==> src/rtl/swirq_pkg.sv <==
package swirq_pkg;
  localparam int unsigned ADDR_W   = 16;
  localparam int unsigned BYTE_W   = 8;
  localparam int unsigned N_BYTES  = 2;
  localparam int unsigned N_IRQ    = 15;
  localparam logic [ADDR_W-1:0] WIN_OFS = 16'h0054;
  localparam logic [N_BYTES*BYTE_W-1:0] RSVD_MASK = 16'h0001;
  localparam int unsigned SYNC_DEPTH = 2;
endpackage

==> src/rtl/swirq_rst_sync.sv <==
module swirq_rst_sync #(
  parameter int unsigned DEPTH = 2
) (
  input  logic clk,
  input  logic rst_n,
  output logic rst_sync_n
);
  logic [DEPTH-1:0] sync_q;
  logic [DEPTH-1:0] sync_d;

  always_comb sync_d = {sync_q[DEPTH-2:0], 1'b1};

  always_ff @(posedge clk or negedge rst_n) begin
    if (!rst_n) sync_q <= '0;
    else        sync_q <= sync_d;
  end

  assign rst_sync_n = sync_q[DEPTH-1];
endmodule

==> src/rtl/swirq_decode.sv <==
module swirq_decode #(
  parameter int unsigned ADDR_W  = 16,
  parameter int unsigned N_BYTES = 2,
  parameter logic [ADDR_W-1:0] WIN_OFS = 16'h0054
) (
  input  logic [ADDR_W-1:0]  bus_addr,
  input  logic [ADDR_W-1:0]  rt_base,
  output logic [N_BYTES-1:0] hit
);
  logic [ADDR_W-1:0] rel;

  always_comb rel = bus_addr - rt_base;

  for (genvar k = 0; k < N_BYTES; k++) begin : g_hit
    localparam logic [ADDR_W-1:0] OFS_K = WIN_OFS + ADDR_W'(k);
    assign hit[k] = (rel == OFS_K);
  end
endmodule

==> src/rtl/swirq_force_regs.sv <==
module swirq_force_regs #(
  parameter int unsigned BYTE_W  = 8,
  parameter int unsigned N_BYTES = 2,
  parameter logic [N_BYTES*BYTE_W-1:0] RSVD_MASK = '0
) (
  input  logic                        clk,
  input  logic                        rst_n,
  input  logic [N_BYTES-1:0]          wr_sel,
  input  logic [BYTE_W-1:0]           wdata,
  output logic [N_BYTES*BYTE_W-1:0]   frc_q
);
  localparam int unsigned TOT_W = N_BYTES * BYTE_W;

  for (genvar b = 0; b < TOT_W; b++) begin : g_bit
    if (RSVD_MASK[b]) begin : g_rsvd
      assign frc_q[b] = 1'b1;
    end else begin : g_ff
      logic bit_en;
      logic bit_d;
      logic bit_q;

      always_comb begin
        bit_en = wr_sel[b / BYTE_W];
        bit_d  = wdata[b % BYTE_W];
      end

      always_ff @(posedge clk or negedge rst_n) begin
        if (!rst_n)      bit_q <= 1'b1;
        else if (bit_en) bit_q <= bit_d;
      end

      assign frc_q[b] = bit_q;
    end
  end
endmodule

==> src/rtl/swirq_merge.sv <==
module swirq_merge #(
  parameter int unsigned N_IRQ = 15
) (
  input  logic             frc_en,
  input  logic [N_IRQ:1]   frc_n,
  input  logic [N_IRQ:1]   hw_irq,
  output logic [N_IRQ:1]   irq_req
);
  for (genvar i = 1; i <= N_IRQ; i++) begin : g_irq
    logic forced;
    always_comb begin
      forced     = frc_en & ~frc_n[i];
      irq_req[i] = forced ? 1'b1 : hw_irq[i];
    end
  end
endmodule

==> src/rtl/swirq_gen.sv <==
module swirq_gen
  import swirq_pkg::*;
(
  input  logic              clk,
  input  logic              rst_n,
  input  logic [15:0]       rt_base,
  input  logic              frc_en,
  input  logic [15:0]       bus_addr,
  input  logic              bus_wr,
  input  logic              bus_rd,
  input  logic [7:0]        bus_wdata,
  output logic [7:0]        bus_rdata,
  output logic              rd_hit,
  input  logic [15:1]       hw_irq,
  output logic [15:1]       irq_req
);
  localparam int unsigned TOT_W = N_BYTES * BYTE_W;

  logic               rst_sync_n;
  logic [N_BYTES-1:0] hit;
  logic [N_BYTES-1:0] wr_sel;
  logic [TOT_W-1:0]   frc_q;

  swirq_rst_sync #(.DEPTH(SYNC_DEPTH)) u_rst (
    .clk(clk), .rst_n(rst_n), .rst_sync_n(rst_sync_n)
  );

  swirq_decode #(.ADDR_W(ADDR_W), .N_BYTES(N_BYTES), .WIN_OFS(WIN_OFS)) u_dec (
    .bus_addr(bus_addr), .rt_base(rt_base), .hit(hit)
  );

  always_comb wr_sel = hit & {N_BYTES{bus_wr}};

  swirq_force_regs #(.BYTE_W(BYTE_W), .N_BYTES(N_BYTES), .RSVD_MASK(RSVD_MASK)) u_regs (
    .clk(clk), .rst_n(rst_sync_n), .wr_sel(wr_sel), .wdata(bus_wdata), .frc_q(frc_q)
  );

  swirq_merge #(.N_IRQ(N_IRQ)) u_merge (
    .frc_en(frc_en), .frc_n(frc_q[N_IRQ:1]), .hw_irq(hw_irq), .irq_req(irq_req)
  );

  always_comb begin
    bus_rdata = '0;
    for (int k = 0; k < int'(N_BYTES); k++) begin
      if (bus_rd && hit[k]) bus_rdata = frc_q[k*BYTE_W +: BYTE_W];
    end
    rd_hit = bus_rd & (|hit);
  end
endmodule

==> config.mk <==
export PLATFORM = sky130hd
export DESIGN_NAME = swirq_gen
export DESIGN_NICKNAME = d
export VERILOG_FILES = /design/src/rtl/swirq_pkg.sv /design/src/rtl/swirq_rst_sync.sv /design/src/rtl/swirq_decode.sv /design/src/rtl/swirq_force_regs.sv /design/src/rtl/swirq_merge.sv /design/src/rtl/swirq_gen.sv
export SDC_FILE = /design/constraint.sdc
export NUM_CORES = 1
export LEC_CHECK = 0
export BUFFER_PORTS_ARGS = -buffer_cell sky130_fd_sc_hd__buf_2
export CAP_MARGIN = 20
export CORE_MARGIN = 4
export CORE_UTILIZATION = 50
export CTS_CLUSTER_DIAMETER = 30
export DETAILED_ROUTE_END_ITERATION = 12
export GPL_ROUTABILITY_DRIVEN = 0
export MAX_ROUTING_LAYER = met4
export PLACE_DENSITY_LB_ADDON = 0.05
export SYNTH_ARGS = -nofsm -noshare
export SYNTH_HDL_FRONTEND = slang
export SYNTH_HIERARCHICAL = 1
export SYNTH_SLANG_ARGS = --single-unit
export TNS_END_PERCENT = 100
==> constraint.sdc <==
create_clock -name clk -period 11.3 [get_ports clk]
set_input_delay 1.695 -clock clk [delete_from_list [all_inputs] [get_ports clk]]
set_output_delay 1.695 -clock clk [all_outputs]
set_load 0.01 [all_outputs]
==> impl_results.rst <==
.. list-table::
   :header-rows: 1

   * - Metric
     - Value
   * - Outcome
     - finished, final reports clean
   * - Worst reg2reg setup slack
     - approximately 11000 ps
   * - Vias
     - 1991
   * - Global route total overflow
     - 0
   * - Yosys warning count
     - 6
   * - Clock buffer depth
     - 2
   * - Area growth from synthesis to final layout
     - 14.6%
   * - Multi-input logic area
     - 1380 um^2
   * - Effective utilization at floorplan
     - 0.529
   * - Overall die width
     - 74.0 um
   * - Int Power
     - about 0.00012 W
   * - Number of pins with negative max-slew slack in the final report
     - 0
   * - Arr. time, crit path
     - 5040 ps
   * - Comb power frac
     - 0.411
   * - Worst hold path class
     - reg -> reg
   * - Capturing element of the worst setup path
     - bus_rdata[7]
   * - Source-to-sink clock delay at the later pin of the worst-skew pair
     - between 200 and 300 ps
   * - Mapped Area
     - roughly 2200 um^2
   * - Routed wire length per instance
     - 13.8 um
   * - Top-area cell type share of the netlist area
     - 0.181
   * - Req. time, crit path
     - a little under 10000 ps
   * - Power per standard cell area
     - 73.1 nW/um^2
   * - Storage cell area
     - 444 um^2
   * - Clock buffers created by TritonCTS
     - 3
   * - Utilization after layout
     - 0.606
   * - Fin nets
     - 394
   * - Clock period minus worst slack
     - 6730 ps
   * - Count of port buffers added during placement
     - 83
   * - Proportion of synthesized chip area in sequential cells
     - 0.204
   * - Antenna cells
     - 0
   * - Switching Power
     - 0.0000626 W
   * - RSZ-0062 raised after global routing
     - false
   * - Maximum fanout encountered on the critical timing path
     - 8
   * - Number of synthesized flops with an enable pin
     - 0
   * - DRC violation total after the first TritonRoute iteration
     - 113
   * - Cell taking the most area after synthesis
     - sky130_fd_sc_hd__dfstp_2
   * - Total power consumption of the routed design
     - 0.000182 W
   * - First-pass detailed-route iteration total
     - 4
   * - Global Route Usage Sum
     - 0.188
   * - Fraction of power spent switching nets
     - 0.343
   * - Worst-path clk slew
     - 60 ps
   * - Worst clock skew on the final layout
     - 2.79 ps
   * - Number of gates resized after CTS
     - 0
   * - Wire length of the first global-routing pass
     - 7.96 mm
   * - Worst setup path startpoint
     - rt_base[0]
   * - Critical-path top delay cell
     - sky130_fd_sc_hd__nor4_1
   * - Proportion of power drawn by the clock network
     - 0.246
   * - Number of hold violations in the final report
     - 0
   * - Maximum frequency from static timing analysis
     - around 150 MHz
   * - Leakage power of the design
     - 1.20 nW
   * - Layout cell share with drive strength beyond 1
     - 0.416
   * - Synth async-reset ratio
     - 1.00
   * - Crit-path cells
     - buf_2 > ha_1 > fa_1 > nand2b_2 > a211o_1 > a211oi_1 > o221ai_1 > a211oi_2 > nand4_1 > nor4_1 > and2_1 > a32o_1 > buf_2
   * - Post-detailed-routing wire length
     - 5.06 mm
   * - Post-CTS setup-driven buffer insertion count
     - 0
   * - Worst R2R End
     - u_regs/g_bit[10].g_ff.bit_q
   * - Number of sinks on the clock net
     - 17
   * - Root Driver
     - sky130_fd_sc_hd__clkbuf_8
   * - Sequential share of power
     - 0.344
   * - Prevailing post-synth register cell
     - sky130_fd_sc_hd__dfstp_2
   * - Final setup violation count
     - 0
   * - Average via count per standard cell
     - 5.43
   * - Tightest slew margin relative to the limit
     - 0.610
   * - CTS H-Tree Depth
     - 1
   * - Slowest stage delay, CP
     - 480 ps
   * - Total of max-cap violations
     - 0
   * - Height of the die
     - ~74 um
   * - Post-synthesis average cell area
     - 8.43 um^2
   * - Number of standard cells after synthesis
     - around 260
   * - CTS tree
     - built
   * - Worst voltage drop across the vdd grid
     - 0.0000709 V
   * - Startpoint Class
     - primary input
   * - Worst reg2reg startpoint
     - u_regs/g_bit[10].g_ff.bit_q
   * - Via count of the first global-routing pass
     - roughly 1800
   * - Number of rows created at floorplan
     - 23
   * - Total die area
     - 5470 um^2
   * - FF+latch count, synth
     - 17
   * - Antenna Violating Nets Remaining
     - 0
   * - Category of the critical setup timing path
     - in -> out
   * - Initial antenna violation count
     - 0
   * - Fill cell instance count of the final layout
     - slightly below 400
   * - Maximum number of pins on one net before global-route repair
     - 16
   * - Unique cell type count in the Yosys netlist
     - 56
   * - Count of hold buffers inserted by post-cts repair
     - 0
   * - Final Cycle Share
     - 0.596
   * - Critical Path Sink Type
     - output pin
   * - Tightest Pin Transition
     - approximately 580 ps
   * - HPWL after detailed placement
     - 4.17 mm
   * - # IOs
     - 84
   * - FF-to-FF path depth
     - 1
   * - Setup_tns
     - 0 ps
   * - Core area
     - 4120 um^2
   * - Residual DRC
     - 0
   * - Most frequent cell on the critical path
     - sky130_fd_sc_hd__buf_2
   * - Main area contributors after synthesis
     - sky130_fd_sc_hd__dfstp_2 18%, sky130_fd_sc_hd__mux2_4 10%, sky130_fd_sc_hd__ha_1 8.6%
   * - Post-synth net total
     - 334
[per-stage QoR]
step	instance area, um^2	hold WS (ps)	setup WS, ps	cells
6_report	2490	355	4570	367
3_5_place_dp	2450	339	4600	363
5_1_grt	2490	372	4230	367
2_1_floorplan	2180	331	5190	258
3_3_place_gp	2450	333	4730	363
4_1_cts	2490	358	4580	367
[placed cells by master (no fill, tap or decap), types with 4 or more instances in the layout]
cell type	instances
sky130_fd_sc_hd__a211o_1	4
sky130_fd_sc_hd__a21o_1	11
sky130_fd_sc_hd__a21o_2	5
sky130_fd_sc_hd__a21oi_1	14
sky130_fd_sc_hd__a32o_1	8
sky130_fd_sc_hd__buf_2	83
sky130_fd_sc_hd__dfstp_2	15
sky130_fd_sc_hd__ha_1	15
sky130_fd_sc_hd__inv_1	40
sky130_fd_sc_hd__mux2_4	15
sky130_fd_sc_hd__nand2_1	16
sky130_fd_sc_hd__nand3_1	5
sky130_fd_sc_hd__nor2_1	12
sky130_fd_sc_hd__o21ai_0	7
[Yosys cell counts (all sizes together), types with 2 or more instances]
library cell,number
dfrtp,2
nor4,3
a21oi,17
nand3b,2
a32o,8
o211ai,2
nand2,16
buf,27
and2,4
mux2,16
a211oi,4
o21ai,10
xnor2,3
a211o,4
nand4,3
inv,40
ha,15
conb,2
o21a,3
dfstp,15
nor2b,2
a31oi,2
a21o,16
nor2,12
nand3,5
mux2i,2
nand2b,2
nor3,3
[critical path: cells and delay by family]
| kind | cells | cell delay [ps] |
|---|---|---|
| AOI/OAI and AO/OA | 5 | 1230 |
| and+or+nand+nor | 4 | 1290 |
| adders and majority gates | 2 | 590 |
| buffers and inverters | 2 | 230 |
[cell families after synthesis]
group | count (synthesis) | synth area share
AO/OA/AOI/OAI | 77 | 0.263
buffers and inverters | 68 | 0.164
AND/OR/NAND/NOR | 56 | 0.136
multiplexers | 18 | 0.118
flip-flops | 17 | 0.204
adder cells (fa/ha/maj) | 16 | 0.0955
XOR/XNOR | 4 | 0.0161
other | 2 | 0.00345
[layer usage]
layer | up-vias | wire length (um) | global-route usage
met5 | - | 0 | -
met4 | 0 | 14 | 0.0201
met3 | 4 | 468 | 0.0378
met2 | 72 | 2200 | 0.281
met1 | 908 | 2370 | 0.271
li1 | 1007 | - | -
[layout make-up]
| cell class | instances | share of cell area |
|---|---|---|
| Tap cell | 50 | 0.0251 |
| Clock inverter | 1 | 0.00201 |
| Sequential cell | 17 | 0.178 |
| Multi-Input combinational cell | 173 | 0.551 |
| Timing Repair Buffer | 83 | 0.167 |
| Clock buffer | 3 | 0.0166 |
| Inverter | 40 | 0.0602 |
[sequential cells by signal, indices dropped and copies added, names as in the netlist]
name	count
u_rst/sync_q	2
u_regs/g_bit.g_ff.bit_q	15
[power groups by stage]
stage          Clock [W]  Sequential, W  Combinational, W
4_1_cts        0.0000468      0.0000628         0.0000744
3_3_place_gp           0      0.0000636         0.0000736
3_5_place_dp           0      0.0000637         0.0000739
2_1_floorplan          0      0.0000633         0.0000523
5_1_grt        0.0000497      0.0000629         0.0000832
6_report       0.0000448      0.0000626         0.0000749
[worst min-delay path by stage]
| stage | to | cells after the start | slack (ps) | startpoint |
|---|---|---|---|---|
| floorplan | u_rst/sync_q[1] | 0 | 330 | u_rst/sync_q[0] |
| global route | u_rst/sync_q[1] | 0 | 370 | u_rst/sync_q[0] |
| finish | u_rst/sync_q[1] | 0 | 350 | u_rst/sync_q[0] |
| CTS | u_rst/sync_q[1] | 0 | 360 | u_rst/sync_q[0] |
| detailed placement | u_rst/sync_q[1] | 0 | 340 | u_rst/sync_q[0] |
| global placement | u_rst/sync_q[1] | 0 | 330 | u_rst/sync_q[0] |
Note: power is estimated with default switching activity, not from simulation.
